**src/rtl/irpw_pkg.sv**
```systemverilog
package irpw_pkg;

  localparam int DATA_W  = 32;
  localparam int FIELD_W = 8;
  localparam int GAP_W   = FIELD_W + 1;
  localparam int NFIELD  = 8;

  typedef enum logic [1:0] {ST_IDLE, ST_RUN, ST_GAP} tx_state_e;
  typedef enum logic [1:0] {SK_HEAD, SK_DATA, SK_TAIL} sym_kind_e;

  localparam logic [1:0] PT_HEAD = 2'd0;
  localparam logic [1:0] PT_ZERO = 2'd1;
  localparam logic [1:0] PT_ONE  = 2'd2;
  localparam logic [1:0] PT_TAIL = 2'd3;

  // valid bits of a word for a width code
  function automatic logic [DATA_W-1:0] entry_mask(input logic [1:0] fw);
    logic [DATA_W-1:0] m;
    m = '0;
    for (int i = 0; i < DATA_W; i++) begin
      if (i < 8 * (int'(fw) + 1)) m[i] = 1'b1;
    end
    return m;
  endfunction

  // last unit index of one phase of one pulse kind
  function automatic logic [FIELD_W-1:0] phase_units(input logic [NFIELD*FIELD_W-1:0] w,
                                                     input logic [1:0] pt, input logic ph);
    logic [5:0] base;
    base = {pt, ph, 3'b000};
    return w[base +: FIELD_W];
  endfunction

  // last unit index of the inter-frame gap: closer length minus one unit
  function automatic logic [GAP_W-1:0] gap_last(input logic [NFIELD*FIELD_W-1:0] w);
    return GAP_W'(w[6*FIELD_W +: FIELD_W]) + GAP_W'(w[7*FIELD_W +: FIELD_W]) + GAP_W'(1);
  endfunction

  // pulse kind of the current symbol
  function automatic logic [1:0] pulse_kind(input sym_kind_e k, input logic bit_val);
    case (k)
      SK_HEAD: return PT_HEAD;
      SK_TAIL: return PT_TAIL;
      default: return bit_val ? PT_ONE : PT_ZERO;
    endcase
  endfunction

endpackage

```
**src/rtl/irpw_fifo.sv**
```systemverilog
module irpw_fifo #(
  parameter int W     = 32,
  parameter int DEPTH = 4,
  parameter int CW    = $clog2(DEPTH + 1)
) (
  input  logic          clk,
  input  logic          rst_n,
  input  logic          wr_en,
  input  logic [W-1:0]  wr_data,
  input  logic          rd_en,
  output logic [W-1:0]  rd_data,
  output logic [CW-1:0] count,
  output logic          full,
  output logic          empty
);
  localparam int AW = (DEPTH > 1) ? $clog2(DEPTH) : 1;

  logic [W-1:0]  mem [DEPTH];
  logic [AW-1:0] wr_ptr, rd_ptr;
  logic          push, pop;

  function automatic logic [AW-1:0] ptr_next(input logic [AW-1:0] p);
    return (p == AW'(DEPTH - 1)) ? '0 : p + AW'(1);
  endfunction

  assign full    = (count == CW'(DEPTH));
  assign empty   = (count == '0);
  assign push    = wr_en && !full;
  assign pop     = rd_en && !empty;
  assign rd_data = mem[rd_ptr];

  always_ff @(posedge clk) begin
    if (push) mem[wr_ptr] <= wr_data;
  end

  always_ff @(posedge clk or negedge rst_n) begin
    if (!rst_n) begin
      wr_ptr <= '0;
      rd_ptr <= '0;
      count  <= '0;
    end else begin
      if (push) wr_ptr <= ptr_next(wr_ptr);
      if (pop)  rd_ptr <= ptr_next(rd_ptr);
      case ({push, pop})
        2'b10:   count <= count + CW'(1);
        2'b01:   count <= count - CW'(1);
        default: count <= count;
      endcase
    end
  end

  AST_FIFO_COUNT_BOUND: assert property (@(posedge clk) disable iff (!rst_n)
    count <= CW'(DEPTH));
  AST_FIFO_NO_UNDERFLOW: assert property (@(posedge clk) disable iff (!rst_n)
    rd_en |-> !empty);

endmodule

```
**src/rtl/irpw_unit_tick.sv**
```systemverilog
module irpw_unit_tick #(
  parameter int UW = 16
) (
  input  logic          clk,
  input  logic          rst_n,
  input  logic          hold,
  input  logic [UW-1:0] unit,
  output logic          tick
);
  logic [UW-1:0] cnt_q;

  assign tick = !hold && (cnt_q == unit);

  always_ff @(posedge clk or negedge rst_n) begin
    if (!rst_n)              cnt_q <= '0;
    else if (hold || tick)   cnt_q <= '0;
    else                     cnt_q <= cnt_q + UW'(1);
  end

  AST_TICK_FIRST_AFTER_HOLD: assert property (@(posedge clk) disable iff (!rst_n)
    (hold && !$past(hold) && unit != '0) |=> !tick || hold);

endmodule

```
**src/rtl/irpw_carrier.sv**
```systemverilog
module irpw_carrier #(
  parameter int LW = 8
) (
  input  logic          clk,
  input  logic          rst_n,
  input  logic          en,
  input  logic [LW-1:0] hi_len,
  input  logic [LW-1:0] lo_len,
  output logic          car
);
  logic          low_q;
  logic [LW-1:0] cnt_q;
  logic          flip;

  assign car  = !low_q;
  assign flip = low_q ? (cnt_q == lo_len) : (cnt_q == hi_len);

  always_ff @(posedge clk or negedge rst_n) begin
    if (!rst_n) begin
      low_q <= 1'b0;
      cnt_q <= '0;
    end else if (!en) begin
      low_q <= 1'b0;
      cnt_q <= '0;
    end else if (flip) begin
      low_q <= !low_q;
      cnt_q <= '0;
    end else begin
      cnt_q <= cnt_q + LW'(1);
    end
  end

  AST_CAR_RESTART: assert property (@(posedge clk) disable iff (!rst_n)
    !en |=> car);

endmodule

```
**src/rtl/irpw_tx.sv**
```systemverilog
module irpw_tx
  import irpw_pkg::*;
#(
  parameter int DEPTH = 4,
  parameter int UW    = 16,
  localparam int CW   = $clog2(DEPTH + 1)
) (
  input  logic                      clk,
  input  logic                      rst_n,
  input  logic [UW-1:0]             cfg_unit,
  input  logic [NFIELD*FIELD_W-1:0] cfg_widths,
  input  logic [3:0]                cfg_inv,
  input  logic                      cfg_head_en,
  input  logic                      cfg_tail_en,
  input  logic [4:0]                cfg_nbits,
  input  logic [1:0]                cfg_fifo_w,
  input  logic                      cfg_out_inv,
  input  logic                      cfg_cont,
  input  logic                      cfg_mod_en,
  input  logic [FIELD_W-1:0]        cfg_mod_hi,
  input  logic [FIELD_W-1:0]        cfg_mod_lo,
  input  logic [CW-1:0]             cfg_thresh,
  input  logic [2:0]                cfg_int_en,
  input  logic [2:0]                int_clr,
  input  logic                      tx_en,
  input  logic [DATA_W-1:0]         in_data,
  input  logic                      in_valid,
  output logic                      in_ready,
  output logic                      ir_out,
  output logic                      busy,
  output logic [CW-1:0]             fifo_cnt,
  output logic [2:0]                int_sts,
  output logic                      irq
);

  // ---------------- FIFO ----------------
  logic [DATA_W-1:0] fifo_rd;
  logic              fifo_full, fifo_empty;
  logic              start_ev;

  irpw_fifo #(.W(DATA_W), .DEPTH(DEPTH), .CW(CW)) u_fifo (
    .clk(clk), .rst_n(rst_n),
    .wr_en(in_valid), .wr_data(in_data),
    .rd_en(start_ev), .rd_data(fifo_rd),
    .count(fifo_cnt), .full(fifo_full), .empty(fifo_empty)
  );
  assign in_ready = !fifo_full;

  // ---------------- sequencer state ----------------
  tx_state_e         state_q;
  sym_kind_e         sym_q;
  logic              phase_q;
  logic [GAP_W-1:0]  ucnt_q;
  logic [4:0]        bitcnt_q;
  logic [DATA_W-1:0] shreg_q;

  logic unit_tick;
  irpw_unit_tick #(.UW(UW)) u_tick (
    .clk(clk), .rst_n(rst_n), .hold(state_q == ST_IDLE),
    .unit(cfg_unit), .tick(unit_tick)
  );

  // named events
  logic [1:0]       ptype;
  logic [GAP_W-1:0] lim;
  logic             phase_end, last_sym, frame_done, gap_done, can_start, underrun;

  assign ptype      = pulse_kind(sym_q, shreg_q[0]);
  assign lim        = (state_q == ST_GAP) ? gap_last(cfg_widths)
                                          : GAP_W'(phase_units(cfg_widths, ptype, phase_q));
  assign phase_end  = unit_tick && (ucnt_q == lim);
  assign last_sym   = (sym_q == SK_TAIL) ||
                      (sym_q == SK_DATA && bitcnt_q == cfg_nbits && !cfg_tail_en);
  assign frame_done = (state_q == ST_RUN) && phase_end && phase_q && last_sym;
  assign gap_done   = (state_q == ST_GAP) && phase_end;
  assign can_start  = tx_en && !fifo_empty;
  assign start_ev   = can_start &&
                      ((state_q == ST_IDLE) || (frame_done && cfg_cont) || gap_done);
  assign underrun   = frame_done && cfg_cont && tx_en && fifo_empty;

  always_ff @(posedge clk or negedge rst_n) begin
    if (!rst_n) begin
      state_q  <= ST_IDLE;
      sym_q    <= SK_HEAD;
      phase_q  <= 1'b0;
      ucnt_q   <= '0;
      bitcnt_q <= '0;
      shreg_q  <= '0;
    end else if (start_ev) begin
      state_q  <= ST_RUN;
      sym_q    <= cfg_head_en ? SK_HEAD : SK_DATA;
      phase_q  <= 1'b0;
      ucnt_q   <= '0;
      bitcnt_q <= '0;
      shreg_q  <= fifo_rd & entry_mask(cfg_fifo_w);
    end else if (frame_done) begin
      state_q <= cfg_cont ? ST_IDLE : ST_GAP;
      phase_q <= 1'b0;
      ucnt_q  <= '0;
    end else if (gap_done) begin
      state_q <= ST_IDLE;
      ucnt_q  <= '0;
    end else if (state_q == ST_RUN && phase_end) begin
      ucnt_q <= '0;
      if (!phase_q) begin
        phase_q <= 1'b1;
      end else begin
        phase_q <= 1'b0;
        case (sym_q)
          SK_HEAD: begin
            sym_q    <= SK_DATA;
            bitcnt_q <= '0;
          end
          SK_DATA: begin
            if (bitcnt_q == cfg_nbits) begin
              sym_q <= SK_TAIL;
            end else begin
              bitcnt_q <= bitcnt_q + 5'd1;
              shreg_q  <= shreg_q >> 1;
            end
          end
          default: sym_q <= SK_TAIL;
        endcase
      end
    end else if (unit_tick) begin
      ucnt_q <= ucnt_q + GAP_W'(1);
    end
  end

  // ---------------- output path ----------------
  logic mark, car;
  assign mark = (state_q == ST_RUN) && (!phase_q ^ cfg_inv[ptype]);

  irpw_carrier #(.LW(FIELD_W)) u_car (
    .clk(clk), .rst_n(rst_n), .en(mark),
    .hi_len(cfg_mod_hi), .lo_len(cfg_mod_lo), .car(car)
  );

  assign ir_out = cfg_out_inv ^ (mark & (cfg_mod_en ? car : 1'b1));
  assign busy   = (state_q != ST_IDLE);

  // ---------------- flags ----------------
  logic end_q, err_q, thr;
  logic err_set;
  assign err_set = (in_valid && fifo_full) || underrun;
  assign thr     = (fifo_cnt <= cfg_thresh);

  always_ff @(posedge clk or negedge rst_n) begin
    if (!rst_n) begin
      end_q <= 1'b0;
      err_q <= 1'b0;
    end else begin
      if (frame_done)      end_q <= 1'b1;
      else if (int_clr[0]) end_q <= 1'b0;
      if (err_set)         err_q <= 1'b1;
      else if (int_clr[2]) err_q <= 1'b0;
    end
  end

  assign int_sts = {err_q, thr, end_q};
  assign irq     = |(int_sts & cfg_int_en);

  // ---------------- assertions ----------------
  AST_IDLE_LEVEL: assert property (@(posedge clk) disable iff (!rst_n)
    (state_q != ST_RUN) |-> (ir_out == cfg_out_inv));
  AST_UNIT_BOUND: assert property (@(posedge clk) disable iff (!rst_n)
    (state_q != ST_IDLE) |-> (ucnt_q <= lim));
  AST_END_FLAG: assert property (@(posedge clk) disable iff (!rst_n)
    frame_done |=> int_sts[0]);
  AST_GAP_AFTER_FRAME: assert property (@(posedge clk) disable iff (!rst_n)
    (frame_done && !cfg_cont) |=> (state_q == ST_GAP));
  AST_HOLD_WHEN_OFF: assert property (@(posedge clk) disable iff (!rst_n)
    (state_q == ST_IDLE && !tx_en) |=> (state_q == ST_IDLE));

endmodule

```
**config.mk**
```make
export PLATFORM = sky130hd
export DESIGN_NAME = irpw_tx
export DESIGN_NICKNAME = d
export VERILOG_FILES = /design/src/rtl/irpw_pkg.sv /design/src/rtl/irpw_fifo.sv /design/src/rtl/irpw_unit_tick.sv /design/src/rtl/irpw_carrier.sv /design/src/rtl/irpw_tx.sv
export SDC_FILE = /design/constraint.sdc
export NUM_CORES = 1
export LEC_CHECK = 0
export BUFFER_PORTS_ARGS = -buffer_cell sky130_fd_sc_hd__buf_2
export CAP_MARGIN = 20
export CORE_ASPECT_RATIO = 1.2
export CORE_MARGIN = 3
export CORE_UTILIZATION = 50
export DETAILED_ROUTE_END_ITERATION = 10
export PLACE_DENSITY = 0.8
export SYNTH_ARGS = -nofsm -noshare
export SYNTH_HDL_FRONTEND = slang
export SYNTH_SLANG_ARGS = --single-unit
```
**constraint.sdc**
```tcl
create_clock -name clk -period 4.2 [get_ports clk]
set_input_delay 0.42 -clock clk [delete_from_list [all_inputs] [get_ports clk]]
set_output_delay 0.42 -clock clk [all_outputs]
set_load 0.01 [all_outputs]
```
==> results_dict.tcl, run 1 <==
set metrics [dict create \
    power_switching_share 0.3151 \
    p_sw_mw 2.227 \
    grt_setup_unrepaired "false" \
    drc_violations 0 \
    cpLargestDelayFamily "compound AO/OA/AOI/OAI gates" \
    yosysTopAreaCell "edfxtp_1" \
    first_global_vias 7619 \
    setup-violations-final 0 \
    hold_violations 8 \
    antenna-diode-count 0 \
    worst_tran_pin_value_ns 0.8714 \
    die-area_sq_um 23600 \
    ys_top_cells_by_count "128 x edfxtp_1, 104 x nor2_1, 85 x dfrtp_1" \
    async_reset_ff_frac 0.3991 \
    critical_path_required_ns 4.62 \
    slowest_delay_ns 0.72 \
    timing.critical_path.arrival_ns 4.23 \
    hold_slack_ns -0.01156 \
    synth_warnings 0 \
    holdBufCountCts 0 \
    yosysUniqueCellTypes 71 \
    grt_pass1_wl_microns 38810 \
    final_max_slew_viol_count 0 \
    mappedNetlistNets 1046 \
    critical_path.reg2reg.endpoint "u_fifo.count[2]" \
    critPathBufInv 3 \
    post-cts-setup-buffer-count 0 \
    crit-reg2reg-launch "sym_q[1]" \
    setup_tns_ns 0 \
    viasPerCell 5.653 \
    portBuffers 165 \
    ioPinCount 167 \
    clkLatencyLatePin_ns 0.50 \
    reg2reg_depth 15 \
    grt_antenna_before_repair 0 \
    violations "negative hold slack" \
    combinational_power_share 0.280 \
    worst_setup_path_category "reg -> reg" \
    cellInternalPower_mw 4.840 \
    syn-mean-instance-area_sq_um 12.59 \
    clock_path_buffers 3 \
    finalCritPeriodShare 0.9060 \
    start_util 0.5141 \
    critical-path-top-cell-by-count "xor2_1" \
    synth_most_common_cell "edfxtp_1" \
    cts-htree-levels 1 \
    drt_wl_total_microns 23630 \
    cts_repair_resize_count 0 \
    holdCritPathClass "in -> async" \
    power.static_leakage_nw 5.124 \
    numCtsBuffers 22 \
    run_status "finished with violations" \
    synth_edf_count 128 \
    synth-seq-area-share 0.5481 \
    via_count 7423 \
    synth_top_flop_cell "edfxtp_1" \
    clock_tree_from_tritoncts "done" \
    dr.pass1.iters 5 \
    drv_cap 0 \
    netlist_area_sq_um 10890 \
    timing.critical_path.to_type "register" \
    route.detailed.wl_per_inst_microns 17.99 \
    dpl.hpwl_microns 16440 \
    clk_pin_slew_ns 0.06 \
    share_clk_of_total_power 0.268 \
    critical_path_fanouts_max 16 \
    finalWeightedCongestion 0.9195 \
    root_buffer "clkbuf_16" \
    timing.critical_path.cells "mux4_2 -> nor2b_1 -> a211oi_1 -> or4_1 -> o211ai_1 -> o41ai_1 -> buf_4 -> a21oi_4 -> inv_2 -> ha_1 -> inv_1 -> fa_1 -> xor2_1 -> nor2_1 -> xor2_1" \
    fmaxAchievable_ghz 0.2628 \
    timing.critical_path.from_type "register" \
    post-route-util 0.5983 \
    timing.max_slew.rel_slack 0.4191 \
    globalRouteOverflowTotal 0 \
    core_region_area_sq_um 21190 \
    synth_top_cell_area_share 0.3529 \
    power.density_cell_area_nw_per_um2 557.4 \
    final_period_minus_worst_setup_slack_ns 3.805 \
    dieWidth_microns 140.7 \
    clock_skew_ns 0.01285 \
    slowest_stage "dfrtp_1" \
    p_seq_frac 0.452 \
    yosys-top-cells-area "edfxtp_1 35%, dfrtp_1 20%, mux4_2 7.4%" \
    share_of_layout_cells_above_drive_strength_1 0.2733 \
    max-vdd-ir-drop_v 0.0004376 \
    dieHeight_microns 167.7 \
    drtIter0Drc 494 \
    ys_ff_latch 213 \
    rows 58 \
    cts.sink_count 213 \
    area.growth.synth_to_final_pct 16.39 \
    postSynthCellCount 865 \
    globalRouteTotalUtil 0.2007 \
    regToRegSetupSlack_ns 0.39 \
    maximum_number_of_pins_on_one_net_before_global_route_repair 58 \
    detail-route-antenna-nets 0 \
    post_layout_nets 1208 \
]
-- final cells by class --
cell class | instances | area [sq um]
clock buffer | 28 | 594.3
clock inverter | 12 | 122.6
fill | 1690 | 8512
inverter | 21 | 78.83
multi-input combinational | 582 | 4578
sequential | 213 | 5973
tap | 270 | 337.8
timing repair buffer | 187 | 993.5
-- power by group through the flow --
stage                     Combinational [mW]  Sequential (mW)  Clock (mW)
final                                   1.98             3.19        1.90
after global routing                    2.19             3.27        2.05
after CTS                               2.01             3.20        1.94
after detailed placement                2.00             3.24           0
after global placement                  1.93             3.21           0
after floorplan                         1.64             2.97           0
-- routing by layer --
metal / GRT usage / share of wire / up-vias
met1: 0.2495 / 0.38 / 3587
met4: 0.05520 / 0.022 / 0
li1: - / - / 3550
met3: 0.03113 / 0.065 / 43
met2: 0.3633 / 0.53 / 243
met5: 0 / 0 / -
-- worst reg2reg max path: stages (launching register included) --
cell      delay (ns)
dfrtp_1         0.72
mux4_2          0.39
nor2b_1         0.14
a211oi_1        0.38
or4_1           0.20
o211ai_1        0.21
o41ai_1         0.38
buf_4           0.18
a21oi_4         0.03
inv_2           0.09
ha_1            0.18
inv_1           0.06
fa_1            0.37
xor2_1          0.15
nor2_1          0.11
xor2_1          0.15
-- stage by stage --
stage / std cells / hold slack (ns) / instance area, sq um / setup slack [ns] / power [mW]
6_report: 1313 / -0.01156 / 12680 / 0.3950 / 7.067
5_1_grt: 1313 / 0.04587 / 12680 / 0.07689 / 7.514
4_1_cts: 1313 / 0.01002 / 12680 / 0.3510 / 7.161
3_5_place_dp: 1273 / 0.5304 / 11960 / 0.01312 / 5.236
3_3_place_gp: 1273 / 0.5015 / 11960 / 0.07672 / 5.140
2_1_floorplan: 865 / 0.1244 / 10890 / 0.2778 / 4.603
-- kinds of logic (layout without fill, tap and decap cells) --
kind of cell	Yosys count	after routing	synth area share
AOI/OAI and AO/OA	141	141	0.08890
xor gates and xnor gates	72	72	0.05858
buffers and inverters	70	248	0.03228
and+or+nand+nor	259	259	0.1205
DFF	213	213	0.5481
adders and majority gates	24	24	0.02895
muxes	86	86	0.1227
-- worst max path at each step --
stage,from,end,slack (ns),cells after the start
global placement,cfg_widths[48],u_fifo.count[2],0.08,20
detailed placement,cfg_widths[48],u_fifo.count[2],0.01,19
floorplan,cfg_widths[48],u_fifo.count[2],0.28,18
global route,phase_q,u_fifo.count[2],0.08,16
finish,sym_q[1],u_fifo.count[2],0.39,15
CTS,shreg_q[0],u_fifo.count[2],0.35,15
-- state kept, by name, summed over array words and instances, names as in the netlist --
register	cells
u_car.cnt_q	8
u_fifo.mem	128
shreg_q	32
u_tick.cnt_q	16
phase_q	1
u_fifo.wr_ptr	2
ucnt_q	9
u_fifo.count	3
u_car.low_q	1
bitcnt_q	5
state_q	2
sym_q	2
err_q	1
end_q	1
u_fifo.rd_ptr	2
-- placed cells by master (no fill, tap or decap), types with 23 or more instances in the layout --
master     count
mux4_2        36
xor2_1        42
nor2_1       104
nor3_1        28
edfxtp_1     128
nand2_1       32
clkbuf_16     23
xnor2_1       29
dfrtp_1       83
a21oi_1       55
buf_2        164
buf_4         23
mux2i_1       39
Power figures use the tool's default switching activity.
==> run 2: changes to the inputs <==
Settings changed: GPL_TIMING_DRIVEN set to 0.
==> results_dict.tcl, run 2 (synthesis gave the netlist of run 1 again) <==
set metrics [dict create \
    detailed_place.area_sq_um 12090 \
    setup-violations-final 0 \
    top_register "u_fifo.mem" \
    area.growth.synth_to_final_pct 18.01 \
    cpLargestDelayFamily "adder cells" \
    post-route-util 0.6066 \
    final_cell_count_no_fill 1343 \
    numCtsBuffers 22 \
    dpl.hpwl_microns 17170 \
    regToRegSetupSlack_ns 0.26 \
    via_count 7618 \
    worst_setup_path_category "in -> reg" \
    post_layout_nets 1237 \
    report.power.total_mw 7.231 \
    power.density_cell_area_nw_per_um2 562.5 \
    finalCritPeriodShare 0.9405 \
    timing.critical_path.arrival_ns 4.37 \
    dr.pass1.iters 5 \
    drv_cap 0 \
    fmaxAchievable_ghz 0.2532 \
    portBuffers 164 \
    grt_pass1_wl_microns 39020 \
    globalRouteTotalUtil 0.2033 \
    timing.critical_path.to_type "register" \
    commonest_non_fill_non_tap_cell_in_the_layout "buf_2" \
    max_ffs_per_register 128 \
    timing.critical_path.to "u_fifo.count[2]" \
    power.static_leakage_nw 5.193 \
    slowest_stage "or4b_1" \
    root_buffer "clkbuf_16" \
    first_global_vias 7786 \
    clk_pin_slew_ns 0.06 \
    drtIter0Drc 444 \
    route.detailed.wl_per_inst_microns 18.04 \
    clkLatencyLatePin_ns 0.50 \
    crit-reg2reg-launch "u_tick.cnt_q[2]" \
    worst_slack_ns 0.2501 \
    finalWeightedCongestion 0.9092 \
    viasPerCell 5.672 \
    grt_antenna_before_repair 1 \
    detail-route-antenna-nets 0 \
    share_of_layout_cells_above_drive_strength_1 0.2761 \
    finished_layout_cell_area_sq_um 12850 \
    timing.max_slew.rel_slack 0.3675 \
    core_region_area_sq_um 21190 \
    slowest_delay_ns 0.47 \
    clock_skew_ns 0.009796 \
    die-area_sq_um 23600 \
    cts_repair_resize_count 0 \
    dpl.cell_count 1300 \
    holdCritPathClass "in -> reg" \
    worst_tran_pin_value_ns 0.9488 \
    cts-htree-levels 1 \
    clock_tree_from_tritoncts "done" \
    worstSetupPathDepth 19 \
    final_cell_mix "175 x buf_2, 128 x edfxtp_1, 104 x nor2_1, 85 x dfrtp_1, 55 x a21oi_1" \
    critPathBufInv 5 \
    critical_path_required_ns 4.62 \
    max-vdd-ir-drop_v 0.0004446 \
    reg2reg_depth 14 \
    clock_path_buffers 3 \
    timing.critical_path.from_type "primary input" \
    maximum_number_of_pins_on_one_net_before_global_route_repair 59 \
    reg.largest.list "u_fifo.mem (128), shreg_q (32), u_tick.cnt_q (16)" \
    cts.sink_count 213 \
    start_util 0.5141 \
    final_period_minus_worst_setup_slack_ns 3.950 \
    run_status "finished clean" \
    timing.critical_path.cells "buf_2 -> inv_1 -> ha_1 -> inv_1 -> fa_1 -> xor2_1 -> nor3_1 -> or4b_1 -> a21oi_1 -> o21ai_0 -> o41ai_1 -> a21oi_2 -> inv_2 -> ha_1 -> inv_1 -> fa_1 -> xor2_1 -> nor2_1 -> xor2_1" \
    final_max_slew_viol_count 0 \
    dieWidth_microns 140.7 \
    critical_path.startpoint "cfg_widths[48]" \
    drc_violations 0 \
    globalRouteOverflowTotal 0 \
    detailedPlace.worstSlack_ns -0.2746 \
    hold_violations 0 \
    critical_path.reg2reg.endpoint "u_fifo.count[2]" \
    rows 58 \
    drt_wl_total_microns 24230 \
    ioPinCount 167 \
    critical_path_fanouts_max 6 \
    dieHeight_microns 167.7 \
]
[run 2: metrics by stage]
step	hold slack, ns	TNS [ns]
after CTS	0.09633	0
after global routing	0.09926	-0.005520
after global placement	0.5049	-0.3407
final	0.1052	0
after floorplan	0.1244	0
after detailed placement	0.3705	-0.3521
[run 2: worst min-delay path by stage]
stage / start / to / slack [ns] / depth (start not counted)
2_1_floorplan: rst_n / bitcnt_q[0] / 0.12 / 0
3_3_place_gp: shreg_q[31] / shreg_q[31] / 0.50 / 2
3_5_place_dp: rst_n / u_fifo.wr_ptr[1] / 0.37 / 1
4_1_cts: int_clr[0] / end_q / 0.1 / 2
5_1_grt: cfg_head_en / sym_q[0] / 0.1 / 2
6_report: int_clr[0] / end_q / 0.11 / 2
[run 2: cell type report]
cell class / count / area (sq um)
clock inverter: 15 / 165.2
sequential: 213 / 5971
timing repair buffer: 167 / 868.3
tap: 270 / 337.8
antenna: 1 / 2.502
inverter: 21 / 78.83
multi-input combinational: 582 / 4576
clock buffer: 25 / 583.1
fill: 1679 / 8335
buffer: 49 / 272.8
[run 2: per-layer routing]
metal	wire length (microns)	track usage	vias to the layer above
met5	0	0	-
met4	501	0.05731	0
met3	1321	0.02771	41
met2	12950	0.3781	254
met1	9455	0.2454	3714
li1	-	-	3609
[run 2: timing repair]
action                                 in CTS  in global routing
setup endpoints to repair                   0                  1
endpoints found under the hold margin      27                  0
buffers inserted                            0                  1
hold buffers                                1                  0
[run 2: where the power goes]
group | switching, mW | internal [mW] | total (mW) | leakage, nW
clock network | 0.802 | 1.19 | 1.99 | 0.356
registers | 0.260 | 2.74 | 3.00 | 2.25
logic | 1.24 | 0.996 | 2.24 | 2.59
==> run 3: changes to the inputs <==
Settings changed: CORE_MARGIN 3 to 2.
==> results_dict.tcl, run 3 (synthesis gave the netlist of run 1 again) <==
set metrics [dict create \
    final_cell_mix "175 x buf_2, 128 x edfxtp_1, 103 x nor2_1, 85 x dfrtp_1, 55 x a21oi_1" \
    ioPinCount 167 \
    timing.critical_path.to_type "register" \
    via_count 7679 \
    max-vdd-ir-drop_v 0.0004749 \
    critical_path_required_ns 4.62 \
    groute.layer.met2.usage 0.3952 \
    antenna-diode-count 0 \
    post-route-util 0.5962 \
    numCtsBuffers 22 \
    route.detailed.wl_per_inst_microns 18.17 \
    clk_pin_slew_ns 0.06 \
    grt.met1_usage 0.2517 \
    fill_count 1682 \
    top_register "u_fifo.mem" \
    setup-violations-final 0 \
    grt_pass1_wl_microns 39480 \
    timing.critical_path.from_type "register" \
    sequential_standard_cell_area_sq_um 5971 \
    dpl.hpwl_microns 17200 \
    die-area_sq_um 22990 \
    grt_antenna_before_repair 0 \
    dieHeight_microns 165.7 \
    power.static_leakage_nw 5.200 \
    crit-reg2reg-launch "phase_q" \
    cts-htree-levels 1 \
    max_ffs_per_register 128 \
    grt.met3_usage 0.02949 \
    critical_path.reg2reg.endpoint "u_fifo.count[2]" \
    slowest_delay_ns 0.48 \
    timing.max_slew.rel_slack 0.3723 \
    regToRegSetupSlack_ns 0.28 \
    hold_violations 0 \
    timing.critical_path.cells "buf_6 -> buf_4 -> buf_6 -> mux2i_1 -> a221oi_1 -> xnor2_1 -> a41oi_4 -> o41ai_2 -> a21oi_2 -> inv_2 -> ha_1 -> inv_1 -> fa_1 -> xor2_1 -> nor2_1 -> xor2_1" \
    multi_input_comb_area_sq_um 4586 \
    timing.hold.worst_endpoint "end_q" \
    final_max_slew_viol_count 0 \
    grt_setup_unrepaired "false" \
    clock_tree_from_tritoncts "done" \
    cts.sink_count 213 \
    maximum_number_of_pins_on_one_net_before_global_route_repair 58 \
    hold_slack_ns 0.1058 \
    globalRouteTotalUtil 0.2110 \
    final_period_minus_worst_setup_slack_ns 3.918 \
    grt.busiest_layer "met2" \
    hold_depth 2 \
    hold_path_startpoint "int_clr[0]" \
    finished_layout_cell_area_sq_um 12850 \
    viasPerCell 5.705 \
    reg.largest.list "u_fifo.mem (128), shreg_q (32), u_tick.cnt_q (16)" \
    clock_path_buffers 3 \
    post_layout_nets 1237 \
    commonest_non_fill_non_tap_cell_in_the_layout "buf_2" \
    detailed_place.area_sq_um 12090 \
    portBuffers 164 \
    finalWeightedCongestion 0.8843 \
    worst_setup_path_category "reg -> reg" \
    dpl.cell_count 1304 \
    clock_skew_ns 0.007259 \
    start_util 0.5053 \
    root_buffer "clkbuf_16" \
    run_status "finished clean" \
    drc_violations 0 \
    drtIter0Drc 581 \
    area.growth.synth_to_final_pct 17.99 \
    setup_tns_ns 0 \
    rows 59 \
    slowest_stage "o41ai_2" \
    finalCritPeriodShare 0.9329 \
    final_cell_count_no_fill 1346 \
    fmaxAchievable_ghz 0.2552 \
    holdCritPathClass "in -> reg" \
    first_global_vias 7839 \
    timing.critical_path.arrival_ns 4.34 \
    detail-route-antenna-nets 0 \
    power.density_cell_area_nw_per_um2 562.9 \
    reg2reg_depth 16 \
    drv_cap 0 \
    critical_path_fanouts_max 10 \
    dieWidth_microns 138.7 \
    drt_wl_total_microns 24460 \
    dr.pass1.iters 5 \
    globalRouteOverflowTotal 0 \
    worst_tran_pin_value_ns 0.9416 \
    core_region_area_sq_um 21560 \
    clkLatencyLatePin_ns 0.50 \
    share_of_layout_cells_above_drive_strength_1 0.2752 \
]
-- run 3: changes by cell type in the layout (fill, tap and decap cells not counted), sizes merged --
cell / change
diode: -1
clkbuf: +3
clkinvlp: -3
-- run 3: cell type report --
cell class,instances,area share
plain buffers,49,0.02122
clock buffers,28,0.04624
clock inverters,12,0.01081
inverters,21,0.006133
multi-input cells,582,0.3568
flip-flops and latches,213,0.4646
well taps,274,0.02667
repair buffers,167,0.06756
-- run 3: metrics by stage --
step / power (mW) / setup slack, ns
floorplan: 4.603 / 0.2778
global placement: 5.203 / -0.2492
detailed placement: 5.299 / -0.3447
CTS: 7.304 / 0.1709
global route: 7.638 / 0.01129
finish: 7.234 / 0.2818
-- run 3: how the worst max path moves through the flow --
stage	start	end	slack, ns	cells past startpoint
4_1_cts	cfg_widths[48]	u_fifo.count[2]	0.17	19
2_1_floorplan	cfg_widths[48]	u_fifo.count[2]	0.28	18
5_1_grt	cfg_widths[48]	u_fifo.count[2]	0.01	19
3_3_place_gp	cfg_widths[48]	u_fifo.count[2]	-0.25	19
6_report	phase_q	u_fifo.count[2]	0.28	16
3_5_place_dp	cfg_widths[48]	u_fifo.count[2]	-0.34	19
-- run 3: where the power goes --
group          switching, mW  internal [mW]  leakage, nW
registers              0.266           2.74         2.25
clock network          0.783           1.19        0.359
logic                   1.26          0.997         2.59
-- run 3: routing by layer --
| metal | share of wire | wire length [microns] | vias up |
|---|---|---|---|
| met5 | 0 | 0 | - |
| met4 | 0.021 | 521 | 0 |
| met3 | 0.056 | 1370 | 40 |
| met2 | 0.54 | 13120 | 278 |
| met1 | 0.39 | 9449 | 3759 |
| li1 | - | - | 3602 |
-- run 3: critical path: cells and delay by family (launching register included) --
family,cells,cell delay (ns)
buf+inv,5,0.75
simple gates,1,0.11
mux,1,0.15
fa+ha+maj,2,0.59
compound gates,4,1.30
flops,1,0.39
xor+xnor,3,0.54
-- run 3: what timing repair did --
item | in CTS | in global routing
buffers inserted | 0 | 1
endpoints found under the hold margin | 28 | 0
endpoints found under the setup margin | 0 | 1
resized for setup | 0 | 2
hold buffers | 1 | 0
